===== src/rtl/dlb_pkg.sv =====
// Package: shared register map, result codes and sequencer states for the
// loopback self-test. Assumes an 8-bit or wider host data bus.
package dlb_pkg;
    localparam int ADDR_W = 3;
    localparam logic [ADDR_W-1:0] A_CMD  = 3'd0;
    localparam logic [ADDR_W-1:0] A_DATA = 3'd1;
    localparam logic [ADDR_W-1:0] A_DIAG = 3'd2;
    localparam logic [ADDR_W-1:0] A_INT  = 3'd3;
    localparam logic [ADDR_W-1:0] A_AUX  = 3'd4;

    localparam int OPC_W   = 5;
    localparam int BAD_BIT = 6;

    localparam int CODE_W   = 4;
    localparam int CODE_LSB = 3;
    localparam logic [CODE_W-1:0] RC_MISS_FIRST = 4'd1;
    localparam logic [CODE_W-1:0] RC_MISS_LAST  = 4'd2;
    localparam logic [CODE_W-1:0] RC_PAR_GOOD   = 4'd3;
    localparam logic [CODE_W-1:0] RC_PAR_BAD    = 4'd4;

    typedef enum logic [2:0] {
        ST_IDLE, ST_WAIT, ST_COPY, ST_CMP1, ST_RET, ST_CMP2
    } seq_state_e;
endpackage


===== src/rtl/dlb_parity.sv =====
// Module: parity generator and checker over a DATA_W word.
// Produces the parity bit for the chosen sense (odd or even), optionally
// inverted, and checks a word/parity pair against that sense.
// Assumes purely combinational use; no state.
module dlb_parity #(
    parameter int DATA_W     = 8,
    parameter bit ODD_PARITY = 1'b1
) (
    input  logic [DATA_W-1:0] gen_data,
    input  logic              gen_invert,
    output logic              gen_par,
    input  logic [DATA_W-1:0] chk_data,
    input  logic              chk_par,
    output logic              chk_ok
);
    logic raw_gen;
    logic raw_chk;

    generate
        if (ODD_PARITY) begin : g_odd
            // odd sense: total ones including parity bit is odd
            always_comb raw_gen = ~(^gen_data);
            always_comb raw_chk = (^{chk_data, chk_par}) == 1'b1;
        end else begin : g_even
            // even sense: total ones including parity bit is even
            always_comb raw_gen = ^gen_data;
            always_comb raw_chk = (^{chk_data, chk_par}) == 1'b0;
        end
    endgenerate

    // apply deliberate corruption to the generated bit
    always_comb gen_par = raw_gen ^ gen_invert;
    always_comb chk_ok  = raw_chk;
endmodule


===== src/rtl/dlb_datapath.sv =====
// Module: loopback datapath. Holds the data register, the holding copy and
// the output copy with its parity bit, and reports the data/hold compare and
// the latched parity check. Host writes to the data register win over the
// internal write-back. Assumes control strobes come from dlb_seq.
module dlb_datapath #(
    parameter int DATA_W = 8
) (
    input  logic              clk,
    input  logic              rst_n,
    input  logic              host_data_wr,
    input  logic [DATA_W-1:0] host_wdata,
    input  logic              cap_hold,
    input  logic              load_out,
    input  logic              ret_en,
    input  logic              bad_par,
    output logic [DATA_W-1:0] data_q,
    output logic              match,
    output logic              par_ok_q
);
    logic [DATA_W-1:0] hold_q;
    logic [DATA_W-1:0] out_q;
    logic              out_par_q;
    logic              gen_par;
    logic              chk_ok;

    dlb_parity #(.DATA_W(DATA_W), .ODD_PARITY(1'b1)) u_par (
        .gen_data   (hold_q),
        .gen_invert (bad_par),
        .gen_par    (gen_par),
        .chk_data   (out_q),
        .chk_par    (out_par_q),
        .chk_ok     (chk_ok)
    );

    // data register: host write first, else write-back from output copy
    always_ff @(posedge clk) begin
        if (!rst_n)            data_q <= '0;
        else if (host_data_wr) data_q <= host_wdata;
        else if (ret_en)       data_q <= out_q;
    end

    // holding copy of the data register
    always_ff @(posedge clk) begin
        if (!rst_n)        hold_q <= '0;
        else if (cap_hold) hold_q <= data_q;
    end

    // output copy with attached parity bit
    always_ff @(posedge clk) begin
        if (!rst_n) begin
            out_q     <= '0;
            out_par_q <= 1'b0;
        end else if (load_out) begin
            out_q     <= hold_q;
            out_par_q <= gen_par;
        end
    end

    // parity check result captured during write-back
    always_ff @(posedge clk) begin
        if (!rst_n)      par_ok_q <= 1'b0;
        else if (ret_en) par_ok_q <= chk_ok;
    end

    // compare of data register and holding copy
    always_comb match = (data_q == hold_q);

    // without host interference the write-back returns the output copy
    assert_writeback_R8: assert property (@(posedge clk) disable iff (!rst_n)
        (ret_en && !host_data_wr) |=> (data_q == $past(out_q)));
endmodule


===== src/rtl/dlb_seq.sv =====
// Module: self-test sequencer. Steps wait-for-byte, copy, first compare,
// output/parity, write-back with parity check, final compare, and reports a
// one-cycle done with the result code. Assumes start is only asserted idle.
module dlb_seq
    import dlb_pkg::*;
(
    input  logic              clk,
    input  logic              rst_n,
    input  logic              start,
    input  logic              bad_in,
    input  logic              data_wr,
    input  logic              match,
    input  logic              par_ok,
    output logic              cap_hold,
    output logic              load_out,
    output logic              ret_en,
    output logic              bad_par,
    output logic              busy,
    output logic              done,
    output logic [CODE_W-1:0] code
);
    seq_state_e state_q;
    seq_state_e state_d;

    // next-state selection
    always_comb begin
        state_d = state_q;
        case (state_q)
            ST_IDLE: if (start)   state_d = ST_WAIT;
            ST_WAIT: if (data_wr) state_d = ST_COPY;
            ST_COPY: state_d = ST_CMP1;
            ST_CMP1: state_d = match ? ST_RET : ST_IDLE;
            ST_RET:  state_d = ST_CMP2;
            ST_CMP2: state_d = ST_IDLE;
            default: state_d = ST_IDLE;
        endcase
    end

    // state register
    always_ff @(posedge clk) begin
        if (!rst_n) state_q <= ST_IDLE;
        else        state_q <= state_d;
    end

    // parity-corruption mode latched at command acceptance
    always_ff @(posedge clk) begin
        if (!rst_n)     bad_par <= 1'b0;
        else if (start) bad_par <= bad_in;
    end

    // per-state control strobes
    always_comb begin
        cap_hold = (state_q == ST_COPY);
        load_out = (state_q == ST_CMP1) && match;
        ret_en   = (state_q == ST_RET);
        busy     = (state_q != ST_IDLE);
    end

    // completion and result code; compare failure outranks parity
    always_comb begin
        done = 1'b0;
        code = '0;
        if (state_q == ST_CMP1 && !match) begin
            done = 1'b1;
            code = RC_MISS_FIRST;
        end else if (state_q == ST_CMP2) begin
            done = 1'b1;
            if (!match)      code = RC_MISS_LAST;
            else if (par_ok) code = RC_PAR_GOOD;
            else             code = RC_PAR_BAD;
        end
    end

    // every completion reports one of the four defined codes
    assert_code_legal_R4: assert property (@(posedge clk) disable iff (!rst_n)
        done |-> (code >= RC_MISS_FIRST && code <= RC_PAR_BAD));

    // a byte written while waiting always leads into the copy step
    assert_byte_starts_R2: assert property (@(posedge clk) disable iff (!rst_n)
        (state_q == ST_WAIT && data_wr) |=> (state_q == ST_COPY));
endmodule


===== src/rtl/dlb_selftest.sv =====
// Module: top of the loopback self-test. Decodes host register accesses,
// keeps the full flag, interrupt flag and diagnostic status, and connects
// the sequencer to the datapath. Assumes at most one strobe per cycle.
module dlb_selftest
    import dlb_pkg::*;
#(
    parameter int              DATA_W      = 8,
    parameter logic [OPC_W-1:0] DIAG_OPCODE = 5'h05
) (
    input  logic              clk,
    input  logic              rst_n,
    input  logic              host_wr,
    input  logic              host_rd,
    input  logic [ADDR_W-1:0] host_addr,
    input  logic [DATA_W-1:0] host_wdata,
    output logic [DATA_W-1:0] host_rdata,
    output logic              irq
);
    localparam int CODE_MSB = CODE_LSB + CODE_W - 1;

    logic              cmd_hit;
    logic              data_wr;
    logic              int_rd;
    logic              full_q;
    logic              irq_q;
    logic [DATA_W-1:0] diag_q;
    logic [DATA_W-1:0] data_q;
    logic              cap_hold, load_out, ret_en, bad_par;
    logic              busy, done, match, par_ok;
    logic [CODE_W-1:0] code;

    // host access decode
    always_comb begin
        cmd_hit = host_wr && (host_addr == A_CMD) &&
                  (host_wdata[OPC_W-1:0] == DIAG_OPCODE) && !busy;
        data_wr = host_wr && (host_addr == A_DATA);
        int_rd  = host_rd && (host_addr == A_INT);
    end

    dlb_seq u_seq (
        .clk      (clk),
        .rst_n    (rst_n),
        .start    (cmd_hit),
        .bad_in   (host_wdata[BAD_BIT]),
        .data_wr  (data_wr),
        .match    (match),
        .par_ok   (par_ok),
        .cap_hold (cap_hold),
        .load_out (load_out),
        .ret_en   (ret_en),
        .bad_par  (bad_par),
        .busy     (busy),
        .done     (done),
        .code     (code)
    );

    dlb_datapath #(.DATA_W(DATA_W)) u_dp (
        .clk          (clk),
        .rst_n        (rst_n),
        .host_data_wr (data_wr),
        .host_wdata   (host_wdata),
        .cap_hold     (cap_hold),
        .load_out     (load_out),
        .ret_en       (ret_en),
        .bad_par      (bad_par),
        .data_q       (data_q),
        .match        (match),
        .par_ok_q     (par_ok)
    );

    // data-register-full flag
    always_ff @(posedge clk) begin
        if (!rst_n)                full_q <= 1'b0;
        else if (cmd_hit)          full_q <= 1'b0;
        else if (data_wr || done)  full_q <= 1'b1;
    end

    // completion interrupt: set on done, cleared by reading it
    always_ff @(posedge clk) begin
        if (!rst_n)      irq_q <= 1'b0;
        else if (done)   irq_q <= 1'b1;
        else if (int_rd) irq_q <= 1'b0;
    end

    // diagnostic status: result code placed in its field, rest zero
    always_ff @(posedge clk) begin
        if (!rst_n) begin
            diag_q <= '0;
        end else if (done) begin
            diag_q                    <= '0;
            diag_q[CODE_MSB:CODE_LSB] <= code;
        end
    end

    // register read multiplexer
    always_comb begin
        host_rdata = '0;
        case (host_addr)
            A_DATA: host_rdata = data_q;
            A_DIAG: host_rdata = diag_q;
            A_INT:  host_rdata[0] = irq_q;
            A_AUX:  host_rdata[1:0] = {busy, full_q};
            default: host_rdata = '0;
        endcase
    end

    always_comb irq = irq_q;

    // an accepted command empties the data register
    assert_cmd_clears_full_R1: assert property (@(posedge clk) disable iff (!rst_n)
        cmd_hit |=> (!full_q && busy));

    // completion leaves the register full and the interrupt raised
    assert_done_flags_R8: assert property (@(posedge clk) disable iff (!rst_n)
        done |=> (full_q && irq_q && !busy));

    // reading the interrupt register clears it
    assert_int_clear_R9: assert property (@(posedge clk) disable iff (!rst_n)
        (int_rd && !done) |=> !irq_q);

    // no interrupt rises while idle without a running test
    assert_idle_quiet_R10: assert property (@(posedge clk) disable iff (!rst_n)
        (!busy && !irq_q) |=> !irq_q);
endmodule


===== config.mk =====
export PLATFORM = sky130hd
export DESIGN_NAME = dlb_selftest
export DESIGN_NICKNAME = d
export VERILOG_FILES = /design/src/rtl/dlb_pkg.sv /design/src/rtl/dlb_parity.sv /design/src/rtl/dlb_datapath.sv /design/src/rtl/dlb_seq.sv /design/src/rtl/dlb_selftest.sv
export SDC_FILE = /design/constraint.sdc
export NUM_CORES = 1
export LEC_CHECK = 0
export ABC_AREA = 0
export BUFFER_PORTS_ARGS = -buffer_cell sky130_fd_sc_hd__buf_2
export CAP_MARGIN = 20
export CORE_ASPECT_RATIO = 0.8
export CORE_MARGIN = 10
export CORE_UTILIZATION = 25
export CTS_CLUSTER_SIZE = 40
export DETAILED_ROUTE_END_ITERATION = 8
export SLEW_MARGIN = 0
export SYNTH_ARGS = -nofsm -noshare
export SYNTH_HDL_FRONTEND = slang
export SYNTH_SLANG_ARGS = --single-unit

===== constraint.sdc =====
create_clock -name clk -period 3.39 [get_ports clk]
set_input_delay 0.678 -clock clk [delete_from_list [all_inputs] [get_ports clk]]
set_output_delay 0.678 -clock clk [all_outputs]
set_load 0.02 [all_outputs]

# ---- Word-level counts from Yosys, hierarchy flattened
# Index checks and enable logic that the tools add are counted.
dict set report word_totals {
  regBits 36
  inputBits 15
  output_inout_bits 9
  word_cells 62
}
dict set report classes {
  eq_ne 13
  n_mux 17
  bitwise 3
  reduce_logical 19
}
# cell n
set op_table {}
lappend op_table {{2-to-1 mux 8 bit} 2}
lappend op_table {{one-hot mux 3 bit (5 select lines)} 1}
lappend op_table {{equality test 3 x 2 -> 1 bit (second input constant)} 4}
lappend op_table {{2-to-1 mux 3 bit} 4}
lappend op_table {{2-to-1 mux 4 bit} 3}
lappend op_table {{one-hot mux 6 bit (2 select lines)} 1}
lappend op_table {{equality test 3 bit (second input constant)} 3}
lappend op_table {{parity 9 bit} 1}
lappend op_table {{equality test 8 bit} 1}
lappend op_table {{parity 8 bit} 1}
lappend op_table {{logical AND 1 bit} 7}
lappend op_table {{equality test 3 x 1 -> 1 bit (second input constant)} 2}
lappend op_table {{logical NOT 3 bit} 2}
lappend op_table {{equality test 5 x 3 -> 1 bit (second input constant)} 1}
lappend op_table {{2-to-1 mux 1 bit} 4}
lappend op_table {{inequality test 2 bit (second input constant)} 2}
lappend op_table {{nonzero test 2 bit} 2}
lappend op_table {{one-hot mux 1 bit (3 select lines)} 1}
lappend op_table {{nonzero test 3 bit} 1}
lappend op_table {{logical NOT 1 bit} 2}
lappend op_table {{NOT 1 bit} 2}
lappend op_table {{one-hot mux 1 bit (2 select lines)} 1}
lappend op_table {{AND reduction 2 bit} 1}
lappend op_table {{OR reduction 2 bit} 1}
lappend op_table {{other kinds (2)} 2}

# ---- Logic depth before layout (Yosys ltp)
dict set report logic_depth {
  depth_word 6
  mapped_depth 7
  ltp_nobuf 5
}

# ---- By module
# A second synthesis with hierarchy kept.
dict set report hier_totals {
  cells_unflattened 196
  area_unflattened_um2 1939.4
}
# module instances cells_per_inst area_per_inst_um2 seq_area_each_um2
set by_module_without_submodules {}
lappend by_module_without_submodules {dlb_datapath 1 104 1113.6 520.5}
lappend by_module_without_submodules {dlb_selftest 1 45 402.9 120.1}
lappend by_module_without_submodules {dlb_seq 1 33 272.8 80.1}
lappend by_module_without_submodules {dlb_parity 1 14 150.1 0.0}

# ---- Worst setup path before layout
# Ideal clock, no wire load.
dict set report synth_path {
  path_kind {input-to-output}
  startpoint {input port host_addr[2]}
  endpoint {output port host_rdata[1]}
  t_arrival_ns 1.407
  t_required_ns 2.712
  slack_ns 1.305
  path_stages 4
  n_path_buf 1
  path_cell_list {buf_2 -> nor2_1 -> nand2_1 -> a21oi_1}
}
dict set report synth_between {
  elab_chain_len 2
  elab_cells_between_ends 3
  classes_between {2 x eq/ne; 1 x mux}
}
# element line_no
set synth_lines {}
lappend synth_lines {{from (decl)} dlb_selftest.sv:14} ;# input logic [ADDR_W-1:0] host_addr,
lappend synth_lines {{equality test 3 bit or equality test 3 x 1 -> 1 bit (tied branches)} dlb_selftest.sv:98} ;# case (host_addr)
lappend synth_lines {{one-hot mux 1 bit (2 select lines) (*)} dlb_selftest.sv:98}
lappend synth_lines {{to (decl)} dlb_selftest.sv:16} ;# output logic [DATA_W-1:0] host_rdata,
# Mark *: on every way between the ends. The rest lies on a longest branch, timed or not.

# ---- Worst setup path after layout
dict set report layout_path {
  startpoint {input port host_addr[1]}
  endpoint {output port host_rdata[6]}
}
dict set report layout_between {
  elab_chain_len 2
  elab_cells_between_ends 3
  classes_between {2 x eq/ne; 1 x mux}
}
# element line_no
set layout_lines {}
lappend layout_lines {{equality test 3 x 2 -> 1 bit or equality test 3 x 1 -> 1 bit (tied branches)} --}
lappend layout_lines {{one-hot mux 6 bit (2 select lines) (*)} dlb_selftest.sv:98}
# Marks and branches as above.

==> flow_summary.toml <==
[sta]
finalMaxSlewViolations = 0
holdWs_ns = 0.4810
grt_setup_unrepaired = "no"
fmax_ghz = 0.4080
setup_tns_ns = 0
skew_ns = 0.008724
timing.final.crit_period_ns = 2.451
tightest_slew_ns = 1.046
fin_crit_sh_pct = 72.30
finalSetupViolations = 0
relSlewSlack_pct = 29.95
finalHoldViolCount = 0

[synth]
synth-simple-area-share_pct = 19.44
synthTopCellsByArea = "dfxtp_1, mux2i_1, xnor2_1"
mappedNetlistArea_um2 = 1795
muxShareOfSynthArea_pct = 15.12
synthAdderAreaFrac_pct = 0
yosysSeqAreaShare_pct = 39.02
synth_top_family_by_area = "simple AND/OR/NAND/NOR gates"
synth_xor_area_share_pct = 11.99
synth_top_area_share_pct = 39.02
syn_area_per_cell_um2 = 9.255
syn_nets = 209
synth_ff_type = "dfxtp_1"
ys_warn_count = 0
synthCells = 194
synth_compound_area_share_pct = 10.03
synth_edf_count = 0
async_flop_share_pct = 0
synth-seq-cells = 35
synth_cell_types = 37
synth.largest_area_cell = "dfxtp_1"

[worst_setup_path]
critPathMaxStageDelay_ns = 0.57
critPathMaxFanout = 8
end_kind = "output pin"
slowest_stage = "nor3b_1"
reg2regPathDepth = 4
crit_top_cell = "buf_2"
reg2reg_from = "u_seq.state_q[1]"
start_kind = "input port"
path_class = "in2out"
regToRegSetupSlack_ns = 1.35
critPathTopFamily = "simple AND/OR/NAND/NOR gates"
path_cells = "buf_2, nor3b_1, and2_1, buf_2"
cp.required_ns = 2.71
startpoint = "host_addr[1]"
worst_ep_arrival_time_ns = 1.77
crit_buf_inv = 2
worstReg2RegEnd = "u_dp.hold_q[6]"
path_depth = 4

[pwr]
pwr-share-comb_pct = 5.9
p_switching_w = 0.0001870
vdd_ir_drop_max_uv = 144.6
cellPowerDensity_nw_per_um2 = 378.1
p_leak_nw = 0.7721
power.internal_w = 0.0005988
swShare_pct = 23.79
power_frac_seq_pct = 53.4
pwr-share-clk_pct = 40.7

[detailed_routing]
via_per_inst = 4.581
firstDrtPassIters = 4
drc = 0
wirelength_um = 4369
drtAntennaViolNets = 0
vias = 1388
wire_per_inst_um = 14.42
drt_iter0_markers = 101

[global_routing]
first_global_vias = 1404
grt-ovfl-total = 0
grt_util_all_layers_pct = 8.526
grt_pass1_wl_um = 7238
grt_antenna_before_repair = 0
grt_max_degree = 30

[clock_tree]
clock_sinks = 35
clkTransAtPathRegs_ns = 0.07
hold_buffers = 0
post-cts-setup-buffer-count = 0
cts_tree = "yes"
clkLatencyLatePin_ns = 0.29
cts-root-buf = "clkbuf_8"
cts_resized = 0
cts_made_buffers = 5
cts_htree_levels = 2
cts.path.max_buffers = 2

[worst_hold_path]
min_path_cells = 2
hold_path_class = "reg2reg"
worstHoldStart = "diag_q[4]"
min_to = "diag_q[4]"

[cells_and_area]
syn_to_final_growth_pct = 15.75
drive_above_1_share_pct = 18.06
nNetsFinal = 230
antenna_cells = 0
nFillCells = 705
design_area_um2 = 2078

[placed_design]
io_buffer_count = 23
gp_congestion = 0.7765
postPlaceCellArea_um2 = 1983
dp_hpwl_um = 3280

[floorplan]
start_util_pct = 25.93
die_w_um = 114.8
core-area_um2 = 6925
die_area_um2 = 10990
die_y_um = 95.80
rows = 27
num_io_pins = 24

[flow_run]
cap_violations = 0

[run_status]
outcome = "complete, no violations"
[Yosys cell counts (3+ instances only)]
master and count:
a21oi_1 3, and2_1 3, xor2_1 3, xnor2_1 19, nor2_1 37, buf_2 5, nor2b_1 5, nor3b_1 3
mux2i_1 26, a22oi_1 3, a211oi_1 9, dfxtp_1 35, nand2_1 8, nand4_1 3, a31oi_1 3, clkbuf_1 4
inv_1 3, nor3_1 3
[final cells by class]
class                   instances  area, um2  area share, %
well taps                      87      108.9          5.238
multi-input cells             143       1021          49.13
clock buffers                   7      86.33          4.154
inverters                       4      15.01         0.7225
flip-flops and latches         35      700.7          33.71
clock inverters                 1      8.758         0.4214
repair buffers                 26      137.6          6.623
[how the worst max path moves through the flow]
stage,slack [ns],endpoint
finish,0.94,host_rdata[6]
global route,0.83,host_rdata[6]
CTS,0.90,host_rdata[6]
detailed placement,0.78,u_seq.state_q[0]
global placement,0.86,u_seq.state_q[0]
floorplan,1.30,host_rdata[1]
[cells by family after synthesis]
family	Yosys count
flops	35
xor+xnor	23
compound gates	24
simple gates	69
buf+inv	16
mux	27
[cells in the final DEF, fill, tap and decap left out, types with 3 or more instances in the layout]
cell type | netlist | final
buf_2 | 5 | 23
nor3_1 | 3 | 3
nand4_1 | 3 | 3
nand2_1 | 8 | 8
dfxtp_1 | 35 | 35
inv_1 | 3 | 3
mux2i_1 | 26 | 26
nor2_1 | 37 | 37
buf_4 | 1 | 3
a21oi_1 | 3 | 3
and2_1 | 3 | 3
xnor2_1 | 19 | 19
a211oi_1 | 9 | 9
a31oi_1 | 3 | 3
a22oi_1 | 3 | 3
clkbuf_8 | 0 | 6
nor2b_1 | 5 | 5
xor2_1 | 3 | 3
[worst reg2reg max path, delay by kind of cell, from the launching register on]
kind,cells,cell delay [ns]
buf+inv,1,0.30
flops,1,0.53
mux,1,0.20
simple gates,2,0.89
[power groups by stage]
stage / combinational (W) / sequential, W / clock, W
detailed placement: 0.0000465 / 0.000429 / 0
global route: 0.0000516 / 0.000420 / 0.000346
CTS: 0.0000468 / 0.000420 / 0.000324
finish: 0.0000460 / 0.000420 / 0.000320
global placement: 0.0000465 / 0.000429 / 0
floorplan: 0.0000292 / 0.000427 / 0
[sequential cells by signal, summed over array words and instances (netlist names), 3 cells and up]
signal	count
diag_q	3
u_dp.data_q	8
u_dp.hold_q	8
u_dp.out_q	8
u_seq.state_q	3
[per-stage QoR]
stage	setup WS [ns]	power (W)	util, %	cells
3_5_place_dp	0.7782	0.0004759	28.64	295
6_report	0.9391	0.0007858	30.01	303
2_1_floorplan	1.305	0.0004566	-	194
5_1_grt	0.8282	0.0008177	30.01	303
4_1_cts	0.9014	0.0007910	30.01	303
3_3_place_gp	0.8603	0.0004759	28.64	295
[routing by layer]
layer	GRT usage [%]	vias up	share of wire, %
met3	2.985	5	4.8
met4	3.395	0	0.96
met1	10.90	654	51
met2	12.90	19	43
met5	0	-	0
li1	-	710	-
Note: power is estimated with default switching activity, not from simulation.
